[config.mk]
export PLATFORM = sky130hd
export DESIGN_NAME = gain_word_writer
export DESIGN_NICKNAME = d
export VERILOG_FILES = /design/src/rtl/gainwr_pkg.sv /design/src/rtl/gainwr_capture.sv /design/src/rtl/gainwr_seq.sv /design/src/rtl/gainwr_compose.sv /design/src/rtl/gain_word_writer.sv
export SDC_FILE = /design/constraint.sdc
export NUM_CORES = 1
export LEC_CHECK = 0
export ABC_AREA = 1
export BUFFER_PORTS_ARGS = -buffer_cell sky130_fd_sc_hd__buf_2
export CORE_UTILIZATION = 33
export DETAILED_ROUTE_END_ITERATION = 10
export PLACE_DENSITY = 0.56
export RECOVER_POWER = 25
export SLEW_MARGIN = 20
export SYNTH_ARGS = -nofsm -noshare
export SYNTH_HDL_FRONTEND = slang
export SYNTH_SLANG_ARGS = --single-unit
[constraint.sdc]
create_clock -name clk -period 1.6 [get_ports clk]
set_input_delay 0.16 -clock clk [delete_from_list [all_inputs] [get_ports clk]]
set_output_delay 0.16 -clock clk [all_outputs]
set_load 0.01 [all_outputs]
[src/rtl/gainwr_pkg.sv]
package gainwr_pkg;

    typedef enum logic [1:0] {
        PH_IDLE  = 2'd0,
        PH_OPEN  = 2'd1,
        PH_SHIFT = 2'd2,
        PH_CLOSE = 2'd3
    } phase_e;

    typedef enum logic [1:0] {
        CK_LEAD = 2'd0,
        CK_HIGH = 2'd1,
        CK_TAIL = 2'd2
    } clk_step_e;

    typedef struct packed {
        phase_e    phase;
        clk_step_e step;
    } seq_pos_t;

    function automatic clk_step_e next_step(clk_step_e s);
        case (s)
            CK_LEAD: return CK_HIGH;
            CK_HIGH: return CK_TAIL;
            default: return CK_LEAD;
        endcase
    endfunction

    function automatic logic step_clock_level(clk_step_e s);
        return (s == CK_HIGH);
    endfunction

endpackage

[src/rtl/gainwr_capture.sv]
module gainwr_capture #(
    parameter int CTRL_W = 20,
    parameter int GAIN_W = 16
) (
    input  logic              clk,
    input  logic              rst,
    input  logic              launch,
    input  logic [CTRL_W-1:0] base_in,
    input  logic [GAIN_W-1:0] gain_in,
    output logic [CTRL_W-1:0] base_q,
    output logic [GAIN_W-1:0] gain_q
);
    always_ff @(posedge clk) begin
        if (rst) begin
            base_q <= '0;
            gain_q <= '0;
        end else if (launch) begin
            base_q <= base_in;
            gain_q <= gain_in;
        end
    end
endmodule

[src/rtl/gainwr_seq.sv]
module gainwr_seq
    import gainwr_pkg::*;
#(
    parameter int GAIN_W      = 16,
    parameter int OPEN_WRITES = 2
) (
    input  logic                       clk,
    input  logic                       rst,
    input  logic                       start,
    input  logic                       xfer_ready,
    output logic                       xfer_valid,
    output logic                       busy,
    output logic                       done,
    output logic                       launch,
    output seq_pos_t                   pos,
    output logic [$clog2(GAIN_W)-1:0]  bit_idx
);
    localparam int IDX_W = $clog2(GAIN_W);
    localparam int OCW   = (OPEN_WRITES > 1) ? $clog2(OPEN_WRITES) : 1;

    phase_e          phase_q;
    clk_step_e       step_q;
    logic [IDX_W-1:0] idx_q;
    logic [OCW-1:0]  open_cnt_q;
    logic            done_q;
    logic            fire;

    assign xfer_valid = (phase_q != PH_IDLE);
    assign busy       = xfer_valid;
    assign launch     = start && (phase_q == PH_IDLE);
    assign fire       = xfer_valid && xfer_ready;
    assign done       = done_q;
    assign pos        = '{phase: phase_q, step: step_q};
    assign bit_idx    = idx_q;

    always_ff @(posedge clk) begin
        if (rst) begin
            phase_q    <= PH_IDLE;
            step_q     <= CK_LEAD;
            idx_q      <= '0;
            open_cnt_q <= '0;
            done_q     <= 1'b0;
        end else begin
            done_q <= 1'b0;
            case (phase_q)
                PH_IDLE: begin
                    if (launch) begin
                        phase_q    <= PH_OPEN;
                        open_cnt_q <= '0;
                    end
                end
                PH_OPEN: begin
                    if (fire) begin
                        if (open_cnt_q == OCW'(OPEN_WRITES - 1)) begin
                            phase_q <= PH_SHIFT;
                            idx_q   <= IDX_W'(GAIN_W - 1);
                            step_q  <= CK_LEAD;
                        end else begin
                            open_cnt_q <= open_cnt_q + 1'b1;
                        end
                    end
                end
                PH_SHIFT: begin
                    if (fire) begin
                        if (step_q == CK_TAIL) begin
                            step_q <= CK_LEAD;
                            if (idx_q == '0) begin
                                phase_q <= PH_CLOSE;
                            end else begin
                                idx_q <= idx_q - 1'b1;
                            end
                        end else begin
                            step_q <= next_step(step_q);
                        end
                    end
                end
                default: begin
                    if (fire) begin
                        phase_q <= PH_IDLE;
                        done_q  <= 1'b1;
                    end
                end
            endcase
        end
    end
endmodule

[src/rtl/gainwr_compose.sv]
module gainwr_compose
    import gainwr_pkg::*;
#(
    parameter int CTRL_W  = 20,
    parameter int GAIN_W  = 16,
    parameter int CS_POS  = 6,
    parameter int SCK_POS = 7,
    parameter int SDI_POS = 8
) (
    input  logic [CTRL_W-1:0]         base_q,
    input  logic [GAIN_W-1:0]         gain_q,
    input  seq_pos_t                  pos,
    input  logic [$clog2(GAIN_W)-1:0] bit_idx,
    output logic [CTRL_W-1:0]         word
);
    logic gain_bit;
    assign gain_bit = gain_q[bit_idx];

    always_comb begin
        word = base_q;
        case (pos.phase)
            PH_OPEN: begin
                word[CS_POS] = 1'b0;
            end
            PH_SHIFT: begin
                word[CS_POS]  = 1'b0;
                word[SDI_POS] = gain_bit;
                word[SCK_POS] = step_clock_level(pos.step);
            end
            default: word = base_q;
        endcase
    end
endmodule

[src/rtl/gain_word_writer.sv]
module gain_word_writer
    import gainwr_pkg::*;
#(
    parameter int CTRL_W      = 20,
    parameter int GAIN_W      = 16,
    parameter int CS_POS      = 6,
    parameter int SCK_POS     = 7,
    parameter int SDI_POS     = 8,
    parameter int OPEN_WRITES = 2
) (
    input  logic              clk,
    input  logic              rst,
    input  logic              start,
    input  logic [CTRL_W-1:0] base_word,
    input  logic [GAIN_W-1:0] gain_word,
    output logic              latch_valid,
    input  logic              latch_ready,
    output logic [CTRL_W-1:0] latch_word,
    output logic              busy,
    output logic              done
);
    localparam int IDX_W = $clog2(GAIN_W);

    logic              launch;
    logic [CTRL_W-1:0] base_q;
    logic [GAIN_W-1:0] gain_q;
    seq_pos_t          pos;
    logic [IDX_W-1:0]  bit_idx;

    gainwr_capture #(.CTRL_W(CTRL_W), .GAIN_W(GAIN_W)) u_cap (
        .clk(clk), .rst(rst), .launch(launch),
        .base_in(base_word), .gain_in(gain_word),
        .base_q(base_q), .gain_q(gain_q)
    );

    gainwr_seq #(.GAIN_W(GAIN_W), .OPEN_WRITES(OPEN_WRITES)) u_seq (
        .clk(clk), .rst(rst), .start(start), .xfer_ready(latch_ready),
        .xfer_valid(latch_valid), .busy(busy), .done(done),
        .launch(launch), .pos(pos), .bit_idx(bit_idx)
    );

    gainwr_compose #(
        .CTRL_W(CTRL_W), .GAIN_W(GAIN_W),
        .CS_POS(CS_POS), .SCK_POS(SCK_POS), .SDI_POS(SDI_POS)
    ) u_cmp (
        .base_q(base_q), .gain_q(gain_q), .pos(pos),
        .bit_idx(bit_idx), .word(latch_word)
    );
endmodule

==> key figures, run 1 <==
STA
  • Final Hold Viols: 0
  • RSZ-0062 raised after global routing: yes
  • Crit path time final: 1610 ps
  • Setup TNS: -10.2 ps
  • Worst clock skew: 3.46 ps
  • Setup violations, final: 1
  • Worst Tran Pin Value: 545 ps
  • Period utilization: 101%
  • Worst rel slew slack: 63.6%
  • F_max: 621 MHz
  • Slew Limit Fails: 0
  • Worst setup margin: -10.2 ps

Floorplanning
  • Die X: 83.1 um
  • I/O pins: 63
  • Die footprint: 0.00690 sq mm
  • Initial core utilization: 34.1%
  • Die height: 83.1 um
  • Total core area: 0.00635 sq mm
  • Placement Rows: 29

Clock network
  • Clk_lat worst skew: 290 ps
  • Clock buffer depth: 2
  • H-tree depth: 2
  • CTS tree: yes
  • Clk slew on worst S/H paths: 80 ps
  • Clk sink count: 46
  • Clock Tree Root: clkbuf_8
  • TritonCTS buffer count: 5

GRT
  • Total global routing overflow: 0
  • First-pass GRT wire length: 8050 um
  • Antenna violations before repair: 0
  • Vias in the first global route: 1847
  • Pin count of the biggest net entering global routing: 39
  • Tot GR Track Use: 14.2%

Placement
  • Routability congestion estimate: 0.826
  • Dpl hpwl: 3280 um
  • Port bufs: 62
  • Area post-placement: 0.00240 sq mm

Worst setup path
  • Critical path, cell by cell: buf_6 > nand2_2 > nand3_2 > nand3_2 > nand2_1 > nand2_1 > nand2_1 > nand2_2 > nand2_2 > buf_6
  • CP Max Fanout: 7
  • R2R Path Start: u_seq.phase_q[1]
  • R2R Path End: u_seq.bit_idx[0]
  • R2R depth: 7
  • CP Launch Type: flop
  • Worst path slowest cell: dfxtp_4
  • Critical path endpoint category: output pin
  • WS Path Type: flop to output pin
  • CP Data Arrival Time: 1450 ps
  • Setup slack, reg-to-reg: 110 ps
  • Slowest stage delay, CP: 380 ps
  • Critical path required time: 1440 ps

Synthesis
  • Synth unique cells: 25
  • Syn_nets: 349
  • Yosys warns: 0
  • Cell area after synthesis: 0.00217 sq mm
  • Post-Synthesis Cells: 303
  • Seq/Total Area, Yosys: 42.5%
  • Mean post-synth cell area: 7.16 sq um
  • Yosys reg bits: 46

Pwr
  • Worst vdd ir: 0.000514 V
  • Leakage: 1.12 nW
  • Total power: 4.00 mW
  • Power per cell area: 1560 mW/mm^2

Finish
  • # diodes: 0
  • Final instance area: 0.00256 sq mm
  • # fillers: 715
  • Most common cell after layout, fill and taps aside: nor2_1
  • Layout cells sized above 1: 27.1%
  • Most frequent cells in the layout: nor2_1, buf_2, dfxtp_1
  • Area Growth Syn to Fin: 18.2%
  • Nets: 392

Worst hold path
  • Start point of the worst hold path: gain_word[12]
  • WHS Endpoint: u_cap.gain_q[12]
  • WHS Path Cells: 3
  • Worst Hold Class: input port to flop

Run status
  • Failing checks: setup timing
  • Status: complete, but fails checks

Route
  • Initial drt markers: 84
  • Routed Antenna Nets: 0
  • Routed Wire Length: 4710 um
  • DR DRC count: 0
  • Vias: 1966
  • DR pass1 iterations: 4
  • Routed len/inst: 11.1 um
  • Avg Vias per Cell: 4.64

Job
  • Max-cap violations: 0
timing repair:
item / CTS / global route
resized for setup: 6 / 24
pin swaps: 3 / 10
setup endpoints to repair: 3 / 45
hold buffers: 0 / 0
buffers inserted: 1 / 0
where the power goes:
group / leakage (nW) / switching, mW / internal [mW]
clock network: 0.0482 / 0.369 / 0.349
logic: 0.690 / 1.02 / 0.647
registers: 0.382 / 0.166 / 1.45
total: 1.12 / 1.56 / 2.44
registers in the layout, indices dropped and copies added (netlist names):
register          cells
u_seq.open_cnt_q      1
u_seq.phase_q         2
u_seq.bit_idx         4
u_cap.base_q         20
u_cap.gain_q         16
u_seq.done            1
u_seq.step_q          2
critical path, delay by kind of cell (launching register included):
kind	cells	cell delay, ps
buf+inv	2	230
flops	1	380
simple gates	8	550
synthesized netlist by cell type (all sizes together):
master	number	area, sq um
o21ai	42	218
a21oi	8	40.0
nand2	48	188
inv	17	68.8
and2b	1	10.0
buf	27	195
nand4	2	12.5
a211oi	1	7.51
nor2	75	284
dfxtp	46	921
nand3	21	105
o31ai	1	7.51
or2	1	6.26
ha	6	75.1
nor3	2	10.0
clkbuf	5	20.0
worst max path at each step:
stage	slack [ps]	startpoint	end	cells past startpoint
after global routing	-130	u_seq.bit_idx[0]	latch_word[8]	10
after global placement	50	u_seq.phase_q[0]	u_seq.bit_idx[3]	9
final	-10	u_seq.bit_idx[0]	latch_word[8]	10
after CTS	-20	u_seq.bit_idx[0]	latch_word[8]	10
after detailed placement	30	u_seq.phase_q[1]	u_seq.bit_idx[3]	9
after floorplan	200	u_seq.phase_q[1]	u_seq.bit_idx[0]	7
metal layers:
layer,part of all wire [%],GRT usage (%),up-vias
met5,0,0,-
met4,0.96,5.02,0
met3,4.4,3.18,4
met2,50,25.2,44
met1,45,16.8,887
li1,-,-,1031
area by class of cell:
cell class              instances  area [sq um]  area share, %
repair buffers                 68           345           13.5
well taps                      77          96.3           3.76
flip-flops and latches         46           927           36.2
multi-input cells             208          1030           40.3
clock inverters                 1          5.00          0.195
inverters                      17          71.3           2.78
clock buffers                   7          86.3           3.37
metrics by stage:
| step | hold slack (ps) | util [%] | setup slack (ps) | cells |
|---|---|---|---|---|
| after floorplan | 309 | - | 198 | 303 |
| after global placement | 402 | 37.8 | 45.5 | 415 |
| after detailed placement | 401 | 37.8 | 28.1 | 415 |
| after CTS | 98.7 | 39.6 | -17.5 | 424 |
| after global routing | 113 | 40.4 | -129 | 424 |
| final | 105 | 40.4 | -10.2 | 424 |
cells by family (layout without fill, tap and decap cells):
group / after synthesis / in the layout / synth area share [%]
AO/OA/AOI/OAI: 52 / 52 / 12.6
adder cells (fa/ha/maj): 6 / 6 / 3.46
buffers and inverters: 49 / 93 / 13.1
flip-flops: 46 / 46 / 42.5
AND/OR/NAND/NOR: 150 / 150 / 28.4
(Power assumes the default switching activity.)
==> run 2: changes to the inputs <==
- SETUP_SLACK_MARGIN: unset -> 0.02
==> key figures, run 2 (same netlist as run 1, synthesis figures left out) <==
Run status
  • Status: complete, but fails checks
  • Failing checks: setup timing

Worst setup path
  • Critical path endpoint category: output pin
  • Critical path, cell by cell: buf_6 > nand2_2 > nand3_2 > nand3_2 > nand2_1 > nand2_1 > nand2_1 > nand2_2 > nand2_2 > buf_6
  • WS Path Type: flop to output pin
  • Crit path buffers/inverters: 2
  • Critical path required time: 1440 ps
  • CP Max Fanout: 7
  • R2R depth: 9
  • CP Data Arrival Time: 1450 ps
  • Worst path slowest cell: dfxtp_4
  • R2R Path End: u_seq.bit_idx[1]
  • CP startpoint: u_seq.bit_idx[0]
  • CP Launch Type: flop
  • Top cell family by delay on the critical path: simple AND/OR/NAND/NOR gates
  • Setup slack, reg-to-reg: 140 ps
  • Slowest stage delay, CP: 380 ps
  • R2R Path Start: u_seq.phase_q[1]

Route
  • Initial drt markers: 76
  • Metal3 WL: 208 um
  • Vias: 1976
  • DR DRC count: 0
  • Routed Wire Length: 4730 um
  • Routed len/inst: 11.2 um
  • Avg Vias per Cell: 4.66
  • Top Metal Used: met4
  • WL met1: 2140 um
  • DR pass1 iterations: 4
  • DR WL met2: 2340 um
  • Routed Antenna Nets: 0

Placement
  • Area post-placement: 0.00240 sq mm
  • Dpl hpwl: 3280 um
  • Dpl ws: 28.1 ps
  • Routability congestion estimate: 0.826
  • Port bufs: 62

STA
  • Worst setup margin: -10.6 ps
  • Setup violations, final: 1
  • Worst clock skew: 3.93 ps
  • Worst Tran Pin Value: 545 ps
  • Final Hold Viols: 0
  • Slew Limit Fails: 0
  • F_max: 621 MHz
  • Worst rel slew slack: 63.6%
  • RSZ-0062 raised after global routing: yes
  • Period utilization: 101%
  • Crit path time final: 1610 ps

Finish
  • Area Growth Syn to Fin: 19.0%
  • # diodes: 0
  • Layout cells sized above 1: 27.4%
  • Most frequent cells in the layout: nor2_1, buf_2, dfxtp_1
  • Nets: 392
  • Fin util: 40.6%
  • Most common cell after layout, fill and taps aside: nor2_1
  • Final instance area: 0.00258 sq mm
  • Largest reg by FF count: u_cap.base_q
  • Number of flip-flops in the largest register: 20

GRT
  • Total global routing overflow: 0
  • Tot GR Track Use: 14.2%
  • Pin count of the biggest net entering global routing: 39
  • Vias in the first global route: 1847
  • First-pass GRT wire length: 8050 um
  • Antenna violations before repair: 0

Pwr
  • Worst vdd ir: 0.000514 V
  • Power per cell area: 1570 mW/mm^2
  • Switching power: 1.58 mW
  • Clock share of power: 17.8%
  • Flop pwr share: 40.0%
  • Sw Ratio: 39.0%
  • Leakage: 1.12 nW
  • Power share of the combinational group: 42.3%
  • P_int: 2.46 mW

Floorplanning
  • I/O pins: 63
  • Placement Rows: 29
  • Die footprint: 0.00690 sq mm
  • Initial core utilization: 34.1%
  • Die height: 83.1 um
  • Die X: 83.1 um
  • Total core area: 0.00635 sq mm

Clock network
  • H-tree depth: 2
  • Clk_lat worst skew: 290 ps
  • Clk sink count: 46
  • CTS tree: yes
  • TritonCTS buffer count: 5
  • Clock Tree Root: clkbuf_8
  • Clk slew on worst S/H paths: 80 ps
  • Cts hold-fix bufs: 0
  • Clock buffer depth: 2

Worst hold path
  • WHS Path Cells: 3
  • Worst Hold Class: input port to flop
  • WHS Endpoint: u_cap.gain_q[12]
  • Start point of the worst hold path: gain_word[12]

Job
  • Max-cap violations: 0
[run 2: cell count changes in the layout (fill, tap and decap cells not counted), sizes merged]
cell    delta
buf        -1
clkbuf     +1
[run 2: through the flow]
step,setup TNS (ps),power (mW),hold slack [ps],instances
6_report,-10.6,4.04,105,424
5_1_grt,-129,4.41,113,424
4_1_cts,-17.5,3.99,98.7,424
3_5_place_dp,0,3.20,401,415
3_3_place_gp,0,3.18,402,415
2_1_floorplan,0,2.92,309,303
[run 2: worst max-delay path by stage]
stage | endpoint | slack [ps] | cells past startpoint
3_3_place_gp | u_seq.bit_idx[3] | 50 | 9
6_report | latch_word[8] | -10 | 10
4_1_cts | latch_word[8] | -20 | 10
2_1_floorplan | u_seq.bit_idx[0] | 200 | 7
3_5_place_dp | u_seq.bit_idx[3] | 30 | 9
5_1_grt | latch_word[8] | -130 | 10
[run 2: power by group through the flow]
stage | Combinational [mW] | Sequential, mW | Clock, mW
5_1_grt | 1.96 | 1.65 | 0.796
6_report | 1.71 | 1.62 | 0.718
2_1_floorplan | 1.33 | 1.59 | 0
3_5_place_dp | 1.58 | 1.62 | 0
3_3_place_gp | 1.56 | 1.62 | 0
4_1_cts | 1.63 | 1.60 | 0.757
[run 2: final cells by class]
| class | count | area, sq um |
|---|---|---|
| inverters | 17 | 73.8 |
| clock buffers | 7 | 86.3 |
| fillers | 715 | 3770 |
| flip-flops and latches | 46 | 927 |
| clock inverters | 1 | 5.00 |
| repair buffers | 68 | 344 |
| multi-input cells | 208 | 1050 |
| well taps | 77 | 96.3 |
[run 2: per-layer routing]
metal / track usage [%] / up-vias
met5: 0 / -
met4: 5.02 / 0
met3: 3.18 / 4
met2: 25.2 / 45
met1: 16.8 / 893
li1: - / 1034
[run 2: timing repair]
action                     4_1_cts  5_1_grt
buffers inserted                 1        0
cloned                           0        0
hold endpoints to repair         0        0
gates resized for setup          8       26
setup endpoints to repair        5       45
pin swaps                        3       10
[run 2: worst reg2reg max path: stages (launching register included)]
cell and delay, ps:
dfxtp_2 340, inv_1 140, ha_2 210, inv_2 50, nand2_2 80, o21ai_2 80
and2b_4 180, nand2_2 100, nand2_1 60, a21oi_1 140
